## src/rtl/vir_pkg.sv

```systemverilog
package vir_pkg;
  localparam int NUM_EVT   = 6;
  localparam int NUM_VEC   = 5;
  localparam int DATA_W    = 64;
  localparam int ADDR_W    = 6;
  localparam int SRV_W     = 16;
  localparam int PRI_W     = 8;
  localparam int SEL_W     = 3;
  localparam int LINK_W    = 2;
  localparam int SRC_LIMIT = 6;
  localparam int VIDX_W    = $clog2(NUM_VEC);

  localparam int SRV_LSB  = 40;
  localparam int PRI_LSB  = 32;
  localparam int SEL_LSB  = 29;
  localparam int PEND_BIT = 24;
  localparam int CTRL_EVT0_BIT = 47;
  localparam int STAT_EVT2_BIT = 36;

  localparam logic [ADDR_W-1:0] ADDR_CTRL  = 6'h0E;
  localparam logic [ADDR_W-1:0] ADDR_STAT  = 6'h15;
  localparam logic [ADDR_W-1:0] ADDR_VEC0  = 6'h10;
  localparam logic [ADDR_W-1:0] ADDR_VEC1  = 6'h16;

  typedef enum logic [1:0] {RD_NONE, RD_CTRL, RD_STAT, RD_VEC} rdKind_t;

  typedef struct packed {
    logic [NUM_VEC-1:0] vecWr;
    logic               srcBad;
    rdKind_t            rdKind;
    logic [VIDX_W-1:0]  rdVec;
  } strobe_t;

  function automatic logic [ADDR_W-1:0] vecAddr(input int idx);
    if (idx == 0) vecAddr = ADDR_VEC0;
    else          vecAddr = ADDR_VEC1 + ADDR_W'(idx - 1);
  endfunction
endpackage

```

## src/rtl/vir_ctrl.sv

```systemverilog
module vir_ctrl
  import vir_pkg::*;
(
  input  logic              clk,
  input  logic              rst_n,
  input  logic              regWrEn,
  input  logic [ADDR_W-1:0] regAddr,
  input  logic [SEL_W-1:0]  wrSel,
  output strobe_t           strb
);
  logic [NUM_VEC-1:0] hit;

  genvar gv;
  generate
    for (gv = 0; gv < NUM_VEC; gv++) begin : g_dec
      assign hit[gv] = (regAddr == vecAddr(gv));
    end
  endgenerate

  always_comb begin
    strb.vecWr  = regWrEn ? hit : '0;
    strb.srcBad = (int'(wrSel) >= SRC_LIMIT);
    strb.rdVec  = '0;
    strb.rdKind = RD_NONE;
    if (regAddr == ADDR_CTRL)      strb.rdKind = RD_CTRL;
    else if (regAddr == ADDR_STAT) strb.rdKind = RD_STAT;
    else if (|hit)                 strb.rdKind = RD_VEC;
    for (int i = 0; i < NUM_VEC; i++)
      if (hit[i]) strb.rdVec = VIDX_W'(i);
  end

  // at most one vector register takes a write in any cycle
  a_r5_one_write: assert property (@(posedge clk) disable iff (!rst_n)
    $onehot0(strb.vecWr));
endmodule

```

## src/rtl/vir_datapath.sv

```systemverilog
module vir_datapath
  import vir_pkg::*;
#(
  parameter int NUM_LINES = 8
) (
  input  logic                 clk,
  input  logic                 rst_n,
  input  logic [NUM_EVT-1:0]   evtIn,
  input  strobe_t              strb,
  input  logic [DATA_W-1:0]    wrData,
  output logic [DATA_W-1:0]    rdData,
  output logic [NUM_LINES-1:0] irqOut,
  output logic                 cfgValid,
  output logic                 cfgErr,
  output logic [SEL_W-1:0]     cfgSrc,
  output logic [SRV_W-LINK_W-1:0] cfgServer,
  output logic [PRI_W-1:0]     cfgPrio
);
  localparam logic [PRI_W-1:0] PRI_MASKED = '1;

  logic [NUM_EVT-1:0] statusQ;
  logic [SRV_W-1:0]   srvQ  [NUM_VEC];
  logic [PRI_W-1:0]   priQ  [NUM_VEC];
  logic [SEL_W-1:0]   selQ  [NUM_VEC];
  logic [NUM_VEC-1:0] pendQ;
  logic [NUM_VEC-1:0] activeNow;
  logic [DATA_W-1:0]  vecWord [NUM_VEC];

  wire [SRV_W-1:0] wSrv = wrData[SRV_LSB +: SRV_W];
  wire [PRI_W-1:0] wPri = wrData[PRI_LSB +: PRI_W];
  wire [SEL_W-1:0] wSel = wrData[SEL_LSB +: SEL_W];

  always_ff @(posedge clk or negedge rst_n)
    if (!rst_n) statusQ <= '0;
    else        statusQ <= evtIn;

  genvar gv;
  generate
    for (gv = 0; gv < NUM_VEC; gv++) begin : g_vec
      logic evChange, activeNext, maskedNew;
      logic [PRI_W-1:0] priNew;
      if (gv == 0) begin : g_shared
        assign activeNow[gv] = statusQ[0] | statusQ[1];
        assign activeNext    = evtIn[0] | evtIn[1];
        assign evChange      = (statusQ[1:0] != evtIn[1:0]);
      end else begin : g_single
        assign activeNow[gv] = statusQ[gv+1];
        assign activeNext    = evtIn[gv+1];
        assign evChange      = (statusQ[gv+1] != evtIn[gv+1]);
      end
      assign priNew    = strb.vecWr[gv] ? wPri : priQ[gv];
      assign maskedNew = (priNew == PRI_MASKED);

      always_ff @(posedge clk or negedge rst_n) begin
        if (!rst_n) begin
          srvQ[gv]  <= '0;
          priQ[gv]  <= PRI_MASKED;
          selQ[gv]  <= SEL_W'(gv);
          pendQ[gv] <= 1'b0;
        end else begin
          if (strb.vecWr[gv]) begin
            srvQ[gv] <= wSrv;
            priQ[gv] <= wPri;
            selQ[gv] <= wSel;
          end
          if (evChange)             pendQ[gv] <= activeNext & ~maskedNew;
          else if (strb.vecWr[gv])  pendQ[gv] <= pendQ[gv] & ~maskedNew;
        end
      end

      always_comb begin
        vecWord[gv] = '0;
        vecWord[gv][SRV_LSB +: SRV_W] = srvQ[gv];
        vecWord[gv][PRI_LSB +: PRI_W] = priQ[gv];
        vecWord[gv][SEL_LSB +: SEL_W] = selQ[gv];
        vecWord[gv][PEND_BIT]         = pendQ[gv];
      end

      // a masked vector never shows a pending flag
      a_r4_no_pend_masked: assert property (@(posedge clk) disable iff (!rst_n)
        pendQ[gv] |-> (priQ[gv] != PRI_MASKED));
      // an active vector drives its selected line
      a_r3_line_high: assert property (@(posedge clk) disable iff (!rst_n)
        (activeNow[gv] && int'(selQ[gv]) < NUM_LINES) |-> irqOut[selQ[gv]]);
      // a masking write leaves the pending flag clear
      a_r6_mask_clears: assert property (@(posedge clk) disable iff (!rst_n)
        (strb.vecWr[gv] && wPri == PRI_MASKED) |=> !pendQ[gv]);
    end
  endgenerate

  always_comb begin
    irqOut = '0;
    for (int k = 0; k < NUM_LINES; k++)
      for (int v = 0; v < NUM_VEC; v++)
        if (activeNow[v] && int'(selQ[v]) == k) irqOut[k] = 1'b1;
  end

  always_comb begin
    rdData = '1;
    case (strb.rdKind)
      RD_CTRL: begin
        rdData = '0;
        rdData[CTRL_EVT0_BIT]   = statusQ[0];
        rdData[CTRL_EVT0_BIT-1] = statusQ[1];
      end
      RD_STAT: begin
        rdData = '0;
        for (int e = 2; e < NUM_EVT; e++)
          rdData[STAT_EVT2_BIT-(e-2)] = statusQ[e];
      end
      RD_VEC:  rdData = vecWord[strb.rdVec];
      default: rdData = '1;
    endcase
  end

  always_ff @(posedge clk or negedge rst_n) begin
    if (!rst_n) begin
      cfgValid  <= 1'b0;
      cfgErr    <= 1'b0;
      cfgSrc    <= '0;
      cfgServer <= '0;
      cfgPrio   <= '0;
    end else begin
      cfgValid <= 1'b0;
      cfgErr   <= 1'b0;
      if (|strb.vecWr) begin
        if (strb.srcBad) cfgErr <= 1'b1;
        else begin
          cfgValid  <= 1'b1;
          cfgSrc    <= wSel;
          cfgServer <= wSrv[SRV_W-1:LINK_W];
          cfgPrio   <= wPri;
        end
      end
    end
  end

  // status bits follow event inputs one edge later
  a_r2_status_follow: assert property (@(posedge clk) disable iff (!rst_n)
    1'b1 |=> (statusQ == $past(evtIn)));
  // update and error pulses never coincide
  a_r7_pulse_excl: assert property (@(posedge clk) disable iff (!rst_n)
    !(cfgValid && cfgErr));
  // an out-of-range select yields the error pulse
  a_r8_bad_sel: assert property (@(posedge clk) disable iff (!rst_n)
    ((|strb.vecWr) && strb.srcBad) |=> (cfgErr && !cfgValid));
endmodule

```

## src/rtl/vir_top.sv

```systemverilog
module vir_top
  import vir_pkg::*;
#(
  parameter int NUM_LINES = 8
) (
  input  logic                 clk,
  input  logic                 rst_n,
  input  logic [5:0]           evtIn,
  input  logic                 regWrEn,
  input  logic [5:0]           regAddr,
  input  logic [63:0]          regWrData,
  output logic [63:0]          regRdData,
  output logic [NUM_LINES-1:0] irqOut,
  output logic                 cfgValid,
  output logic                 cfgErr,
  output logic [2:0]           cfgSrc,
  output logic [13:0]          cfgServer,
  output logic [7:0]           cfgPrio
);
  strobe_t strb;

  vir_ctrl u_ctrl (
    .clk     (clk),
    .rst_n   (rst_n),
    .regWrEn (regWrEn),
    .regAddr (regAddr),
    .wrSel   (regWrData[SEL_LSB +: SEL_W]),
    .strb    (strb)
  );

  vir_datapath #(.NUM_LINES(NUM_LINES)) u_dp (
    .clk       (clk),
    .rst_n     (rst_n),
    .evtIn     (evtIn),
    .strb      (strb),
    .wrData    (regWrData),
    .rdData    (regRdData),
    .irqOut    (irqOut),
    .cfgValid  (cfgValid),
    .cfgErr    (cfgErr),
    .cfgSrc    (cfgSrc),
    .cfgServer (cfgServer),
    .cfgPrio   (cfgPrio)
  );
endmodule

```

## config.mk

```make
export PLATFORM = sky130hd
export DESIGN_NAME = vir_top
export DESIGN_NICKNAME = d
export VERILOG_FILES = /design/src/rtl/vir_pkg.sv /design/src/rtl/vir_ctrl.sv /design/src/rtl/vir_datapath.sv /design/src/rtl/vir_top.sv
export SDC_FILE = /design/constraint.sdc
export NUM_CORES = 1
export LEC_CHECK = 0
export ABC_AREA = 1
export BUFFER_PORTS_ARGS = -buffer_cell sky130_fd_sc_hd__buf_4
export CAP_MARGIN = 20
export CORE_MARGIN = 4
export CORE_UTILIZATION = 50
export CTS_CLUSTER_DIAMETER = 40
export DETAILED_ROUTE_END_ITERATION = 10
export PLACE_DENSITY = 0.73
export RECOVER_POWER = 25
export SYNTH_ARGS = -nofsm -noshare
export SYNTH_HDL_FRONTEND = slang
export SYNTH_HIERARCHICAL = 1
export SYNTH_SLANG_ARGS = --single-unit
```

## constraint.sdc

```tcl
create_clock -name clk -period 3.3 [get_ports clk]
set_input_delay 0 -clock clk [delete_from_list [all_inputs] [get_ports clk]]
set_output_delay 0 -clock clk [all_outputs]
set_load 0.01 [all_outputs]
```

==> run summary, run 1 <==
H-tree Lvls: 4
HPWL Detailed: 17.3 mm
Internal: 4390 uW
Antenna violations before repair: 0
Largest net degree at the start of global routing: 86
Maximum vdd ir drop: 0.408 mV
Max-cap viol count: 3
Yosys warning count: 6
Drt first pass iters: 5
Via Count: 8443
Gate power share: 0.206
Slew Limit Fails: 154
Worst setup EP type: flip-flop
Cts repair resizes: 0
Commonest non-fill, non-tap cell in the layout: nand2_1
Most frequent cells in the layout: nand2_1, buf_4, dfrtp_1
DRC errors left: 0
Crit path DAT: 2740 ps
CTS Sinks: 173
Initial Utilization: 0.517
Hold_buf cts: 34
Clock Root Buffer: clkbuf_16
Synthesized area per cell: 7.29 um2
Critical setup path kind: in -> reg
Fin crit share: 0.737
CP max FO: 30
Sequential fraction of the synthesis area: 0.484
Sw Ratio: 0.288
Leak pwr: 0.00545 uW
Fin cells: 1598
Final net count: 1439
CTS clk-pin slew, worst paths: 70 ps
Core area: 17500 um2
CP most frequent cell: clkbuf_1
RePlAce Congestion: 0.902
Worst slack, placed: 1190 ps
Die width: 143 um
Startpoint Class: primary input
Slowest CP cell: clkbuf_1
Fin Setup TNS: 0 ps
Final setup margin: 868 ps
Num CTS Buffers: 17
WL met1: 11.1 mm
IO Pins: 178
Violated checks: capacitance limit, slew limit
Uppermost routed layer: met4
Grt total ovfl: 0
Tmin final: 2430 ps
Post-CTS Setup Inserts: 0
Sw Pwr: 1780 uW
Gate Count Post-Synth: 1244
Share of cells above drive strength 1: 0.180
Class of the worst hold path: in -> reg
Status: complete, but fails checks
Avg WL per Cell: 16.4 um
Worst Max-Slew Pin Slew: 2160 ps
Layout overhead on the synthesized area: 19.7%
CP top delay family: buffers and inverters
Final setup fails: 0
Cell Rows: 48
Unique masters post-synth: 24
Post-Place Cells: 1532
Pwr/cell area: 568 nW/um2
Die Y-Extent: 143 um
WP data required: 3610 ps
Via-to-Cell Ratio: 5.28
Flops & latches, synth: 173
All-layer global routing usage: 0.261
First-pass GRT wire length: 42.0 mm
Met2 routed WL: 12.9 mm
Initial DRC count: 871
I/O Buffers: 140
Post-Syn Nets: 1323
Headroom to the max-slew limit: -0.440
Sequential power share: 0.441
ANT cells: 0
Worst-Skew Late Latency: 430 ps
Die Area: 20400 um2
Final hold vios: 0
Vias in the first global route: 8130
ANT nets after route: 0
RSZ-0062 raised after global routing: false
CP cell instances: clkbuf_1, nor2_4, nand3_1, nor2_1, clkbuf_1, inv_1, nand4_1, nand2_2, buf_4, nand2_1, o21ai_1
Met3 WL post-DR: 1.84 mm
Fmax: 411 MHz
Clk pwr share: 0.353
CTS tree: built
Buffer and inverter count on the worst path: 4
Final Routed Wirelength: 26.3 mm
Synthesized area: 9070 um2
Setup Skew: 6.26 ps
Clk buf depth: 2
Max incr delay on CP: 750 ps
==> through the flow <==
| step | hold slack [ps] | instance area, um2 | utilization | power, uW |
|---|---|---|---|---|
| floorplan | -296 | 9070 | - | 3450 |
| global placement | 120 | 9920 | 0.566 | 3950 |
| detailed placement | 121 | 9920 | 0.566 | 3990 |
| CTS | 172 | 10900 | 0.622 | 6200 |
| global route | 209 | 10900 | 0.619 | 6490 |
| finish | 175 | 10900 | 0.619 | 6160 |
==> worst reg2reg max path: cells and delay by family, from the launching register on <==
family,cells,cell delay [ps]
DFF,1,520
and+or+nand+nor,5,390
buffers and inverters,1,40
AOI/OAI and AO/OA,1,290
==> state kept, by name, summed over array words and instances (netlist names) <==
register,cells
u_dp/srvQ,80
u_dp/priQ,40
u_dp/selQ,15
u_dp/cfgServer,14
u_dp/cfgPrio,8
u_dp/statusQ,6
u_dp/pendQ,5
u_dp/cfgSrc,3
u_dp/cfgErr,1
u_dp/cfgValid,1
==> routing by layer <==
layer	global-route usage	vias to the layer above
li1	-	4106
met1	0.347	3962
met2	0.435	338
met3	0.0476	37
met4	0.0855	0
met5	0	-
==> worst paths after layout <==
check	cells past startpoint	from	endpoint	slack, ps
setup / recovery	11	regAddr[5]	u_dp/cfgServer[10]$_DFFE_PN0P_	870
hold / removal	5	regWrEn	u_dp/selQ[4]$_DFFE_PN1P_	180
setup reg to reg	7	u_dp/priQ[18]$_DFF_PN1_	u_dp/pendQ[2]$_DFFE_PN0P_	1970
hold reg to reg	2	u_dp/srvQ[64]$_DFFE_PN0P_	u_dp/srvQ[64]$_DFFE_PN0P_	480
max in group asynchronous	3	rst_n	u_dp/priQ[18]$_DFF_PN1_	1090
min in group asynchronous	2	rst_n	u_dp/cfgServer[9]$_DFFE_PN0P_	740
==> power groups by stage <==
stage	Combinational (uW)	Clock (uW)	Sequential [uW]
6_report	1270	2170	2720
5_1_grt	1430	2300	2760
4_1_cts	1280	2200	2710
3_5_place_dp	1240	0	2750
3_3_place_gp	1220	0	2730
2_1_floorplan	699	0	2750
==> cells in the mapped netlist <==
library cell    n  area, um2
nand2_1       582       2180
dfrtp_1       128       3200
o21ai_0       104        521
inv_1          69        259
nand3_1        67        335
buf_4          50        375
nor2_1         49        184
dfstp_2        45       1180
a21oi_1        37        185
o21ai_1        26        130
buf_2          24        120
inv_2          14       52.6
clkbuf_1       11       41.3
buf_6          10        113
nand4_1         6       37.5
nand3b_1        4       30.0
nor2_2          4       25.0
a22oi_1         3       22.5
o22ai_1         3       18.8
buf_1           2       7.51
nand2_2         2       12.5
nor3_1          2       10.0
nor2_4          1       11.3
o2111ai_1       1       8.76
==> area by class of cell <==
class	count	area (um2)
timing repair buffer	194	1510
fill	1611	6680
multi-input combinational	891	3720
clock buffer	20	457
tap	225	282
inverter	83	312
sequential	173	4390
clock inverter	12	184
==> cells by family after synthesis <==
family | count (synthesis) | synth area share
AND/OR/NAND/NOR | 717 | 0.312
buffers and inverters | 180 | 0.107
AO/OA/AOI/OAI | 174 | 0.0977
flip-flops | 173 | 0.484
No activity file was read; power rests on OpenSTA's default activity.
==> inputs of run 2 (changes only) <==
--- a/config.mk
+++ b/config.mk
@@ -5,14 +5,14 @@
 export SDC_FILE = /design/constraint.sdc
 export NUM_CORES = 1
 export LEC_CHECK = 0
-export ABC_AREA = 1
+export ABC_AREA = 0
 export BUFFER_PORTS_ARGS = -buffer_cell sky130_fd_sc_hd__buf_4
 export CAP_MARGIN = 20
 export CORE_MARGIN = 4
 export CORE_UTILIZATION = 50
 export CTS_CLUSTER_DIAMETER = 40
 export DETAILED_ROUTE_END_ITERATION = 10
-export PLACE_DENSITY = 0.73
+export PLACE_DENSITY = 0.74
 export RECOVER_POWER = 25
 export SYNTH_ARGS = -nofsm -noshare
 export SYNTH_HDL_FRONTEND = slang
==> constraint.sdc (replaced) <==
create_clock -name clk -period 2.4 [get_ports clk]
set_input_delay 0 -clock clk [delete_from_list [all_inputs] [get_ports clk]]
set_output_delay 0 -clock clk [all_outputs]
set_load 0.01 [all_outputs]
==> run summary, run 2 <==
Antenna violations before repair: 0 (unchanged)
Gate Count Post-Synth: 648 (-48%)
Max incr delay on CP: 550 ps (-200 ps)
Share of cells above drive strength 1: 0.538 (+0.358)
All-layer global routing usage: 0.232 (-0.0288)
Crit path DAT: 2180 ps (-560 ps)
Reg-to-reg setup timing slack: 1060 ps (-910 ps)
CP max FO: 29 (-3.3%)
EDFF count, synth: 0 (unchanged)
Top cells by count, synth: mux2_2, dfrtp_1, dfstp_2, buf_4, o21ai_0
First-pass GRT wire length: 35.8 mm (-15%)
Num CTS Buffers: 17 (unchanged)
Via Count: 6150 (-27%)
Post-synthesis xor/xnor area fraction: 0.00203 (+0.00203)
Worst Max-Slew Pin Slew: 1790 ps (-371 ps)
Worst slack, placed: -11.1 ps (-1210 ps)
Leak pwr: 0.00468 uW (-14%)
Class of the worst hold path: in -> reg
Initial Utilization: 0.515 (-0.00245)
Max reg flops: 80 (unchanged)
Final net count: 873 (-39%)
ANT cells: 0 (unchanged)
DRC errors left: 0 (unchanged)
Simple-gate share of the synthesized area: 0.0759 (-0.236)
Main combinational cell family by area after synthesis: multiplexers
Sequential fraction of the synthesis area: 0.508 (+0.0248)
Final Routed Wirelength: 22.3 mm (-15%)
Yosys warning count: 6 (unchanged)
Startpoint Class: primary input
Clk buf depth: 2 (unchanged)
Final setup margin: 219 ps (-649 ps)
Largest net degree at the start of global routing: 70 (-19%)
CTS tree: built
Avg WL per Cell: 21.7 um (+32%)
Worst-Skew Late Latency: 430 ps (about the same)
CP top delay family: buffers and inverters
Fmax: 458 MHz
Core area: 16800 um2 (-4.4%)
Status: complete, but fails checks
CP most frequent cell: buf_4
Drt first pass iters: 6 (+1)
HPWL Detailed: 14.2 mm (-18%)
Setup Skew: 8.23 ps (+1.97 ps)
Final setup fails: 0 (unchanged)
Reg2reg start: u_dp/priQ[38]$_DFF_PN1_
Unique masters post-synth: 47 (+96%)
Fin crit share: 0.909
Initial DRC count: 581 (-33%)
Hold Path Depth: 4 (-1)
Synthesized area per cell: 13.3 um2 (+83%)
CTS clk-pin slew, worst paths: 70 ps (about the same)
Die Y-Extent: 139 um (-2.3%)
Worst Hold Launch: regAddr[2]
R2R depth: 4 (-3)
CP cell instances: buf_4, and3b_1, a21oi_2, nor3_2, buf_12, mux4_2, a22oi_1, o21ai_0, buf_4
Tmin final: 2180 ps
IO Pins: 178 (unchanged)
Buffer and inverter count on the worst path: 3 (-1)
Flops & latches, synth: 173 (unchanged)
Via-to-Cell Ratio: 5.99 (+13%)
Biggest regs: u_dp/srvQ x80, u_dp/priQ x40, u_dp/selQ x15
Slowest CP cell: mux4_2
Slew Limit Fails: 68 (-56%)
Power after layout: 8390 uW (+36%)
Critical setup path kind: in -> out
Die Area: 19400 um2 (-4.6%)
Die width: 139 um (-2.3%)
Most common cell in the netlist: mux2_2
ANT nets after route: 0 (unchanged)
Synth top area share: 0.371 (+0.0181)
Grt total ovfl: 0 (unchanged)
RSZ-0062 raised after global routing: false
Clock Root Buffer: clkbuf_16
WP data required: 2400 ps (-1210 ps)
Adder-cell area share of the yosys netlist: 0 (unchanged)
Async set-reset flop share out of synthesis: 1.00 (unchanged)
Leading area contributor after synthesis: dfrtp_1
Fin Setup TNS: 0 ps (unchanged)
I/O Buffers: 140 (unchanged)
Cell Rows: 47 (-2.1%)
Synthesized area: 8630 um2 (-4.9%)
Hold Path End: u_dp/cfgErr$_DFF_PN0_
Largest reg by FF count: u_dp/srvQ
Worst setup EP type: output pin
Violated checks: capacitance limit, slew limit
Synth area leaders: dfrtp_1, mux2_2, dfstp_2
Layout overhead on the synthesized area: 25.0%
H-tree Lvls: 4 (unchanged)
Synth Area in Compound Gates: 0.0735 (-0.0241)
Pwr/cell area: 779 nW/um2 (+37%)
Filler cells: 1237 (-23%)
CTS Sinks: 173 (unchanged)
Most frequent cells in the layout: buf_4, mux2_2, dfrtp_1
Maximum vdd ir drop: 0.636 mV (+56%)
FF-to-FF End: u_dp/pendQ[0]$_DFFE_PN0P_
Max-cap viol count: 1 (-2)
Vias in the first global route: 6585 (-19%)
Cts repair resizes: 0 (unchanged)
Post-synthesis mux area share: 0.288 (+0.288)
RePlAce Congestion: 0.931 (+3.2%)
Headroom to the max-slew limit: -0.193 (+0.247)
Commonest non-fill, non-tap cell in the layout: buf_4
Primary FF master, synth: dfrtp_1
Final hold vios: 0 (unchanged)
Post-Syn Nets: 727 (-45%)
run 2: cell types whose count changed after synthesis, moves of 34 or more:
cell / delta
a21oi_1: -34
mux2_2: +139
nand2_1: -555
inv_1: -62
nor2_1: -39
o21ai_0: -69
nand3_1: -62
run 2: routing by layer:
metal	up-vias	track usage	share of wire
met4	0	0.0695	0.019
met3	30	0.0628	0.073
met1	3162	0.299	0.41
met5	-	0	0
met2	274	0.388	0.50
li1	2684	-	-
run 2: layout make-up:
| class | count | area (um2) | area share |
|---|---|---|---|
| Multi-Input combinational cell | 399 | 3850 | 0.357 |
| Tap cell | 220 | 275 | 0.0255 |
| Clock inverter | 11 | 136 | 0.0127 |
| Timing Repair Buffer | 196 | 1590 | 0.148 |
| Inverter | 7 | 26.3 | 0.00244 |
| Sequential cell | 173 | 4390 | 0.407 |
| Clock buffer | 21 | 514 | 0.0477 |
run 2: cells by family (layout without fill, tap and decap cells):
logic type	count (synthesis)	after routing
buf+inv	76	235
compound gates	98	98
mux	186	186
flops	173	173
simple gates	113	113
xor+xnor	2	2
run 2: what timing repair did:
| item | in CTS | in global routing |
|---|---|---|
| hold buffers | 34 | 0 |
| setup buffers | 0 | 0 |
| hold endpoints to repair | 238 | 0 |
run 2: worst max-delay path by stage:
stage | from | to | slack, ps | cells past startpoint
floorplan | regAddr[0] | regRdData[10] | 480 | 8
global placement | regAddr[0] | u_dp/cfgPrio[2]$_DFFE_PN0P_ | 100 | 7
detailed placement | regAddr[0] | u_dp/cfgPrio[1]$_DFFE_PN0P_ | -10 | 7
CTS | regAddr[3] | regRdData[24] | 240 | 9
global route | regAddr[3] | regRdData[24] | 90 | 9
finish | regAddr[3] | regRdData[24] | 220 | 9
run 2: power breakdown:
group          total, uW  internal (uW)  switching, uW  leakage, uW
Clock               2980           1770           1210     0.000320
Combinational       1630            959            676      0.00223
Sequential          3770           3450            324      0.00213
run 2: worst register-to-register path: cells and delay by family (launching register included):
family / cells / cell delay, ps
flops: 1 / 550
compound gates: 3 / 480
simple gates: 1 / 190
run 2: through the flow:
step                       util  hold slack [ps]  area [um2]  instances
after floorplan               -             -296        8630        648
after global placement    0.585             38.0        9800        960
after detailed placement  0.585             61.8        9800        960
after CTS                 0.644              111       10800       1026
after global routing      0.643              157       10800       1027
final                     0.643              140       10800       1027
